`config.mk`:
```
export PLATFORM = sky130hd
export DESIGN_NAME = packed_fifo_unpacker
export DESIGN_NICKNAME = d
export VERILOG_FILES = /design/src/rtl/pfu_pkg.sv /design/src/rtl/pfu_slot_extract.sv /design/src/rtl/pfu_slot_ctr.sv /design/src/rtl/pfu_frame_seq.sv /design/src/rtl/packed_fifo_unpacker.sv
export SDC_FILE = /design/constraint.sdc
export NUM_CORES = 1
export LEC_CHECK = 0
export BUFFER_PORTS_ARGS = -buffer_cell sky130_fd_sc_hd__buf_2
export CORE_MARGIN = 2
export CORE_UTILIZATION = 34
export CTS_BUF_LIST = sky130_fd_sc_hd__clkbuf_8
export DETAILED_ROUTE_END_ITERATION = 12
export SLEW_MARGIN = 20
export SYNTH_ARGS = -nofsm -noshare
export SYNTH_HDL_FRONTEND = slang
export SYNTH_HIERARCHICAL = 1
export SYNTH_SLANG_ARGS = --single-unit
```
`constraint.sdc`:
```
create_clock -name clk -period 3.4 [get_ports clk]
set_clock_uncertainty 0.2 [all_clocks]
set_input_delay 0.17 -clock clk [delete_from_list [all_inputs] [get_ports clk]]
set_output_delay 0.17 -clock clk [all_outputs]
set_load 0.01 [all_outputs]
```
`src/rtl/pfu_pkg.sv`:
```
package pfu_pkg;

  localparam int WORD_W   = 64;
  localparam int CONT_MAX = 32;
  localparam int OUT_W    = 24;
  localparam int MSB_W    = 5;
  localparam int TYPE_W   = 3;
  localparam int SLOT_W   = $clog2(WORD_W / 8);
  localparam int CNT_W    = SLOT_W + 1;

  localparam logic [TYPE_W-1:0] PACK_B8  = 3'd0;
  localparam logic [TYPE_W-1:0] PACK_B16 = 3'd2;
  localparam logic [TYPE_W-1:0] PACK_B32 = 3'd4;

  typedef enum logic [1:0] {
    SEQ_IDLE,
    SEQ_FIRST,
    SEQ_SECOND
  } seq_state_e;

  // Containers per 64-bit entry; zero marks an unsupported code.
  function automatic logic [CNT_W-1:0] slots_per_word(logic [TYPE_W-1:0] code);
    logic [CNT_W-1:0] n;
    case (code)
      PACK_B8:  n = CNT_W'(WORD_W / 8);
      PACK_B16: n = CNT_W'(WORD_W / 16);
      PACK_B32: n = CNT_W'(WORD_W / 32);
      default:  n = '0;
    endcase
    return n;
  endfunction

  // Drop bits above msb, then place bit msb at the top of the output.
  function automatic logic [OUT_W-1:0] align_msb(logic [CONT_MAX-1:0] cont,
                                                  logic [MSB_W-1:0] msb);
    logic [CONT_MAX-1:0]       kept;
    logic [CONT_MAX+OUT_W-1:0] wide;
    kept = cont & ~(({CONT_MAX{1'b1}} << msb) << 1);
    wide = ({kept, {OUT_W{1'b0}}} >> msb) >> 1;
    return wide[OUT_W-1:0];
  endfunction

endpackage

```
`src/rtl/pfu_slot_extract.sv`:
```
module pfu_slot_extract
  import pfu_pkg::*;
#(
  parameter int WORD_BITS = WORD_W
) (
  input  logic [WORD_BITS-1:0] word,
  input  logic [TYPE_W-1:0]    pack_code,
  input  logic [SLOT_W-1:0]    slot,
  input  logic [MSB_W-1:0]     msb_pos,
  output logic [OUT_W-1:0]     sample
);

  localparam int NUM_PACK = 3;

  logic [CONT_MAX-1:0] cand [NUM_PACK];
  logic [CONT_MAX-1:0] picked;

  // One candidate container per packing width: 8, 16 and 32 bits.
  for (genvar g = 0; g < NUM_PACK; g++) begin : g_pack
    localparam int CW = 8 << g;
    localparam int NC = WORD_BITS / CW;
    localparam logic [SLOT_W-1:0] IDX_MASK = SLOT_W'(NC - 1);
    logic [SLOT_W-1:0] idx;
    assign idx     = slot & IDX_MASK;
    assign cand[g] = CONT_MAX'(word[int'(idx)*CW +: CW]);
  end

  always_comb begin
    case (pack_code)
      PACK_B8:  picked = cand[0];
      PACK_B16: picked = cand[1];
      PACK_B32: picked = cand[2];
      default:  picked = '0;
    endcase
  end

  assign sample = align_msb(picked, msb_pos);

endmodule

```
`src/rtl/pfu_slot_ctr.sv`:
```
module pfu_slot_ctr
  import pfu_pkg::*;
(
  input  logic              clk,
  input  logic              rst_n,
  input  logic              take,
  input  logic [CNT_W-1:0]  slots,
  output logic [SLOT_W-1:0] slot,
  output logic              word_done
);

  logic last_slot;

  assign last_slot = (CNT_W'(slot) + CNT_W'(1)) >= slots;
  assign word_done = take && last_slot;

  always_ff @(posedge clk or negedge rst_n) begin
    if (!rst_n) begin
      slot <= '0;
    end else if (take) begin
      slot <= last_slot ? '0 : slot + SLOT_W'(1);
    end
  end

endmodule

```
`src/rtl/pfu_frame_seq.sv`:
```
module pfu_frame_seq
  import pfu_pkg::*;
(
  input  logic clk,
  input  logic rst_n,
  input  logic frame_req,
  input  logic stereo_in,
  output logic fetch,
  output logic fetch_second,
  output logic stereo_q,
  output logic frame_done
);

  seq_state_e state, state_nx;

  assign fetch        = (state != SEQ_IDLE);
  assign fetch_second = (state == SEQ_SECOND);
  assign frame_done   = fetch_second || ((state == SEQ_FIRST) && !stereo_q);

  always_comb begin
    state_nx = state;
    case (state)
      SEQ_IDLE:   if (frame_req) state_nx = SEQ_FIRST;
      SEQ_FIRST:  state_nx = stereo_q ? SEQ_SECOND : SEQ_IDLE;
      SEQ_SECOND: state_nx = SEQ_IDLE;
      default:    state_nx = SEQ_IDLE;
    endcase
  end

  always_ff @(posedge clk or negedge rst_n) begin
    if (!rst_n) begin
      state    <= SEQ_IDLE;
      stereo_q <= 1'b0;
    end else begin
      state <= state_nx;
      if (state == SEQ_IDLE && frame_req) stereo_q <= stereo_in;
    end
  end

endmodule

```
`src/rtl/packed_fifo_unpacker.sv`:
```
module packed_fifo_unpacker
  import pfu_pkg::*;
#(
  parameter int MASK_W = 8
) (
  input  logic              clk,
  input  logic              rst_n,
  input  logic [TYPE_W-1:0] cfg_type,
  input  logic [MSB_W-1:0]  cfg_msb_pos,
  input  logic [MASK_W-1:0] cfg_chan_mask,
  input  logic [WORD_W-1:0] fifo_data,
  input  logic              fifo_empty,
  output logic              fifo_pop,
  input  logic              frame_req,
  output logic              out_valid,
  output logic [OUT_W-1:0]  out_left,
  output logic [OUT_W-1:0]  out_right,
  output logic              out_underflow
);

  logic [1:0]        chan_sel;
  logic              any_chan, stereo_now;
  logic [CNT_W-1:0]  slots;
  logic              type_ok;
  logic              fetch_evt, fetch_second, stereo_q, frame_done;
  logic              want, take, starve, word_done;
  logic [SLOT_W-1:0] slot;
  logic [OUT_W-1:0]  extracted, sample_now;
  logic              uf_acc, uf_now;
  logic              unused_mask_hi;

  assign chan_sel       = cfg_chan_mask[1:0];
  assign unused_mask_hi = |cfg_chan_mask[MASK_W-1:2];
  assign any_chan       = |chan_sel;
  assign stereo_now     = &chan_sel;
  assign slots          = slots_per_word(cfg_type);
  assign type_ok        = (slots != '0);

  pfu_frame_seq i_seq (
    .clk          (clk),
    .rst_n        (rst_n),
    .frame_req    (frame_req),
    .stereo_in    (stereo_now),
    .fetch        (fetch_evt),
    .fetch_second (fetch_second),
    .stereo_q     (stereo_q),
    .frame_done   (frame_done)
  );

  assign want   = fetch_evt && type_ok && any_chan;
  assign take   = want && !fifo_empty;
  assign starve = want && fifo_empty;

  pfu_slot_ctr i_ctr (
    .clk       (clk),
    .rst_n     (rst_n),
    .take      (take),
    .slots     (slots),
    .slot      (slot),
    .word_done (word_done)
  );

  pfu_slot_extract #(.WORD_BITS(WORD_W)) i_ext (
    .word      (fifo_data),
    .pack_code (cfg_type),
    .slot      (slot),
    .msb_pos   (cfg_msb_pos),
    .sample    (extracted)
  );

  assign fifo_pop   = word_done;
  assign sample_now = take ? extracted : '0;
  assign uf_now     = starve || (fetch_second && uf_acc);

  always_ff @(posedge clk or negedge rst_n) begin
    if (!rst_n) begin
      out_valid     <= 1'b0;
      out_underflow <= 1'b0;
      out_left      <= '0;
      out_right     <= '0;
      uf_acc        <= 1'b0;
    end else begin
      out_valid     <= frame_done;
      out_underflow <= frame_done && uf_now;
      if (fetch_evt && !fetch_second) begin
        out_left <= sample_now;
        uf_acc   <= starve;
      end
      if (fetch_evt && (fetch_second || !stereo_q)) begin
        out_right <= sample_now;
      end
    end
  end

endmodule

```
## After elaboration in Yosys (flattened, before gate mapping)

Cells that the tools add are included.

- $add $sub $neg: 2
- $lt $le $gt $ge: 1
- Equal/unequal tests: 5
- Shift-type cells: 5
- Mux-type cells: 7
- Bitwise logic cells: 2
- Reduce and logical (&&, ||, !) cells: 23

Operator list:

| operator | number |
|---|---|
| $pmux W32 S3 | 1 |
| $shiftx A64 B7 Y16 | 1 |
| $shiftx A64 B7 Y32 | 1 |
| $shiftx A64 B7 Y8 | 1 |
| $shr A56 B5 Y25 | 1 |
| $and A32 B32 Y32 | 1 |
| $not A32 Y32 | 1 |
| $shl A32 B5 Y31 const A | 1 |
| $mux W24 | 1 |
| $pmux W4 S3 | 1 |
| $logic_and A1 B1 Y1 | 11 |
| $add A3 B1 Y4 const B | 1 |
| $ge A4 B4 Y1 | 1 |
| $mux W2 | 2 |
| $pmux W2 S2 | 1 |
| $reduce_bool A4 Y1 | 1 |
| $add A3 B1 Y3 const B | 1 |
| $eq A3 B2 Y1 const B | 1 |
| $eq A3 B3 Y1 const B | 1 |
| $logic_not A1 Y1 | 3 |
| $logic_not A3 Y1 | 1 |
| $logic_or A1 B1 Y1 | 3 |
| $mux W3 | 1 |
| $eq A2 B1 Y1 const B | 1 |
| other kinds (6) | 6 |

- Register bits after elaboration: 57
- Logic and storage cells: 53

## Longest topological paths before layout

- Word-level depth: 8
- Gate-level depth with buffers: 13
- Gate-level depth less buffers: 9

## Cells and area by module

The synthesis kept the hierarchy.

By module, submodules not included:

| module | instances | cells an instance | area an instance (µm²) | sequential area each (µm²) |
|---|---|---|---|---|
| pfu_slot_extract | 1 | 524 | 3757.4 | 0.0 |
| packed_fifo_unpacker | 1 | 211 | 2192.1 | 1276.2 |
| pfu_slot_ctr | 1 | 27 | 265.3 | 75.1 |
| pfu_frame_seq | 1 | 11 | 132.6 | 75.1 |

## Worst setup path after synthesis

Ideal clock, no wire load.

- Path type: register -> register
- Start: reg i_ctr.slot[1]
- End: reg out_right[8]
- Data arrival time: 2526 ps
- Data required time: 3076 ps
- Setup slack: 550 ps
- Cell stages (with the launch flop): 11
- Period minus slack after synthesis: 2850 ps
- Path through: dfrtp_1 buf_6 mux4_2 mux2_4 a211oi_4 nor2_2 a221oi_4 o21ai_1 a32o_1 o211ai_1 o2bb2ai_1

- Word-level cells in the longest chain between the ends: 5

Ends and longest elaborated chain:

| element | RTL line | source |
|---|---|---|
| start: declaration | pfu_slot_ctr.sv:8 | `output logic [SLOT_W-1:0] slot,` |
| start signal: assignment | pfu_slot_ctr.sv:21 | `slot <= last_slot ? '0 : slot + SLOT_W'(1);` |
| $shiftx A64 B7 Y16 or $shiftx A64 B7 Y8 (tied branches) | pfu_slot_extract.sv:25 | `assign cand[g] = CONT_MAX'(word[int'(idx)*CW +: CW]);` |
| $pmux W32 S3 (*) | pfu_slot_extract.sv:29 | `case (pack_code)` |
| $and A32 B32 Y32 (*) | pfu_pkg.sv:38 | `kept = cont & ~(({CONT_MAX{1'b1}} << msb) << 1);` |
| $shr A56 B5 Y25 (*) | pfu_pkg.sv:39 | `wide = ({kept, {OUT_W{1'b0}}} >> msb) >> 1;` |
| via extracted[8] | packed_fifo_unpacker.sv:28 | `logic [OUT_W-1:0] extracted, sample_now;` |
| $mux W24 (*) | packed_fifo_unpacker.sv:72 | `assign sample_now = take ? extracted : '0;` |
| end signal: assignment | packed_fifo_unpacker.sv:90 | `out_right <= sample_now;` |
| end: declaration | packed_fifo_unpacker.sv:17 | `output logic [OUT_W-1:0] out_right,` |

The timed path passes the listed nets; every way through them passes the cells marked *.
A chain may end at the register's enable or synchronous reset.

## Worst setup path after layout

- Start: reg i_ctr.slot[0]
- End: reg out_right[14]

- Word-level cells in the longest chain between the ends: 5

Ends and longest elaborated chain:

| element | RTL line |
|---|---|
| $shiftx A64 B7 Y32 (tied with other cells) | pfu_slot_extract.sv:25 |
| $pmux W32 S3 (*) | pfu_slot_extract.sv:29 |
| $and A32 B32 Y32 (*) | pfu_pkg.sv:38 |
| $shr A56 B5 Y25 (*) | pfu_pkg.sv:39 |
| via extracted[14] | packed_fifo_unpacker.sv:28 |
| $mux W24 (*) | packed_fifo_unpacker.sv:72 |

Marks and branches as above.

==> flow_summary_export.csv <==
group,metric,value,unit
synthesis,yosys-top-cells-area,"dfrtp_1 (22%), mux2i_1 (9.8%), nand2_1 (5.7%)",
cts,root_buffer,"clkbuf_8",
floorplanning,dieArea,19800,µm²
sta,slew_violations,0,
setup_path,setup.worst_path.start,"i_ctr/slot[0]$_DFFE_PN0P_",
layout,final_common_cell,"buf_2",
setup_path,crit_fanout,26,
sta,setup_violations,0,
floorplanning,ios,135,
floorplanning,die_x,141,µm
synthesis,synth_cell_types,93,
setup_path,r2r_slack,0.08,ns
synthesis,syn_inst,773,
drt,drt-total-wl,25100,µm
synthesis,synth_top_area_frac,0.225,
cts,cts_num_sinks,57,
min_path,min_path_type,"in2reg",
synthesis,synthesis.nets,862,
cts,clk_path_buf_depth,2,
layout,area_growth,22.1,%
layout,final_util,0.427,
min_path,worstHoldStart,"cfg_chan_mask[0]",
global_route,grt_pass1_vias,6908,
pwr,internal_power,1.88,mW
setup_path,worstSetupEndpointType,"register",
floorplanning,start_util,0.350,
layout,mostFrequentLayoutCells,"buf_2 (128), nand2_1 (97), buf_4 (62), mux2i_1 (59), dfrtp_1 (55)",
setup_path,arrival,3.39,ns
floorplanning,die_h,141,µm
setup_path,r2r_start,"i_ctr/slot[0]$_DFFE_PN0P_",
sta,whs,0.0253,ns
synthesis,ys_seq_area_frac,0.225,
sta,finalHoldViolCount,0,
synthesis,ys_warn_count,6,
cts,numCtsBuffers,9,
layout,fin_nets,1000,
cts,clk_latency,0.35,ns
setup_path,critPathKind,"reg2reg",
global_route,gr-total-overflow,0,
pwr,pwr-share-comb,0.605,
synthesis,yosys_most_used_dff,"dfrtp_1",
pwr,p_sw,1.49,mW
placement,gp_congestion,1.00,
sta,period_needed,3.32,ns
drt,avgRoutedWirePerCell,21.9,µm
sta,period_share,0.976,
cts,htreeDepth,3,
cts,path_clk_slew,0.07,ns
setup_path,crit_required,3.47,ns
pwr,power.density,435,nW/µm²
pwr,pwr-share-seq,0.228,
layout,drive_above_1_share,0.293,
drt,via_per_inst,6.26,
placement,io_buffers,128,
drt,ant_nets,0,
cts,cts_tree,"done",
layout,num-fill-cells,1852,
pwr,clock_power_share,0.167,
floorplanning,core.rowCount,49,
pwr,p_total,3.37,mW
synthesis,ys_ff_latch,57,
synthesis,async_flop_share,1.00,
drt,drtIter0Drc,626,
flow_run,drv_cap,0,
sta,worstMarginPinSlew,0.997,ns
floorplanning,fp.coreArea,18100,µm²
sta,timing.fmax,301,MHz
synthesis,synth_edf_count,0,
placement,hpwlAfterDp,19300,µm
drt,route.vias.total,7169,
sta,slew_headroom,0.336,
global_route,grt_max_degree,46,
drt,post-route-drc-count,0,
setup_path,cp-start-kind,"register",
status,status,"complete, no violations",
pwr,p_leak,3.26,nW
global_route,grt_pass1_wl,38800,µm
synthesis,postSynthAreaPerCell,8.21,µm²
drt,drt-pass1-iter-count,5,
global_route,antenna_found_initial,1,
global_route,grt.total_usage,0.250,
synthesis,syn_area,6350,µm²
pwr,peakVddDrop,0.165,mV
pwr,p_sw_frac,0.443,
synthesis,synth_top_area_cell,"dfrtp_1",
[cells in the mapped netlist, types with 17 or more instances]
| library cell | number |
|---|---|
| a21oi_1 | 33 |
| buf_2 | 19 |
| clkbuf_1 | 38 |
| dfrtp_1 | 57 |
| inv_1 | 18 |
| mux2i_1 | 62 |
| nand2_1 | 97 |
| nand3_1 | 23 |
| nor2_1 | 47 |
| o211ai_1 | 35 |
| o21ai_0 | 44 |
| o22ai_1 | 17 |
| o2bb2ai_1 | 27 |
[power groups by stage]
stage	clock network, mW	logic, mW	registers (mW)
6_report	0.564	2.04	0.767
2_1_floorplan	0	1.37	0.777
5_1_grt	0.608	2.18	0.774
3_5_place_dp	0	1.92	0.775
3_3_place_gp	0	1.91	0.775
4_1_cts	0.578	1.93	0.762
[cell type report]
cell class,count,area [µm²],share of cell area
multi-input combinational,624,4520,0.582
sequential,57,1430,0.184
timing repair buffer,200,1280,0.165
tap,229,287,0.0370
clock buffer,9,124,0.0160
inverter,19,71.3,0.00920
clock inverter,7,46.3,0.00597
antenna,1,2.50,0.000323
[cells by family (layout without fill, tap and decap cells)]
group                    after synthesis  in the layout  synth area share
buffers and inverters                 92            235            0.0706
AO/OA/AOI/OAI                        290            290             0.336
other                                  1              2          0.000591
XOR/XNOR                               2              2           0.00276
multiplexers                          89             89             0.175
flip-flops                            57             57             0.225
AND/OR/NAND/NOR                      237            237             0.181
adder cells (fa/ha/maj)                5              5           0.00986
[metal layers]
layer	vias up	track usage	routed length, µm
met3	51	0.0622	2100
met1	3495	0.338	10800
met5	-	0	0
met2	343	0.394	11400
met4	0	0.0811	709
li1	3280	-	-
[worst max-delay path, cell delays in order, from the launching register on]
cell	delay, ns
dfrtp_2	0.42
buf_12	0.17
buf_4	0.21
mux4_2	0.37
nand3_1	0.11
o21ai_0	0.56
o32a_1	0.29
o31ai_1	0.09
a31oi_1	0.22
a22o_1	0.27
o211ai_1	0.12
o2bb2ai_1	0.19
[metrics by stage]
step                      TNS [ns]  setup slack [ns]  area (µm²)  instances
after floorplan                  0             0.550        6350        773
after global placement           0             0.151        7450       1122
after detailed placement         0             0.166        7450       1122
after CTS                        0             0.136        7650       1141
after global routing      -0.00271          -0.00271        7750       1146
final                            0            0.0815        7750       1146
[state kept, by name (all words and copies together), names as in the netlist]
register        count
out_underflow       1
uf_acc              1
out_right          24
out_left           24
i_ctr/slot          3
i_seq/state         2
out_valid           1
i_seq/stereo_q      1
[worst paths after layout]
check                                        endpoint  depth (start not counted)
hold / removal             i_seq/stereo_q$_DFFE_PN0P_                          3
min in group asynchronous     out_left[6]$_DFFE_PN0P_                          2
hold reg to reg              out_left[13]$_DFFE_PN0P_                          2
max in group asynchronous    out_left[20]$_DFFE_PN0P_                          3
setup / recovery            out_right[14]$_DFFE_PN0P_                         11
setup reg to reg            out_right[14]$_DFFE_PN0P_                         11
[timing repair]
item	CTS	global route
setup endpoints to repair	0	15
endpoints found under the hold margin	44	0
hold buffers	3	0
resized for setup	0	9
setup buffers	0	2
Note: power is estimated with default switching activity, not from simulation.
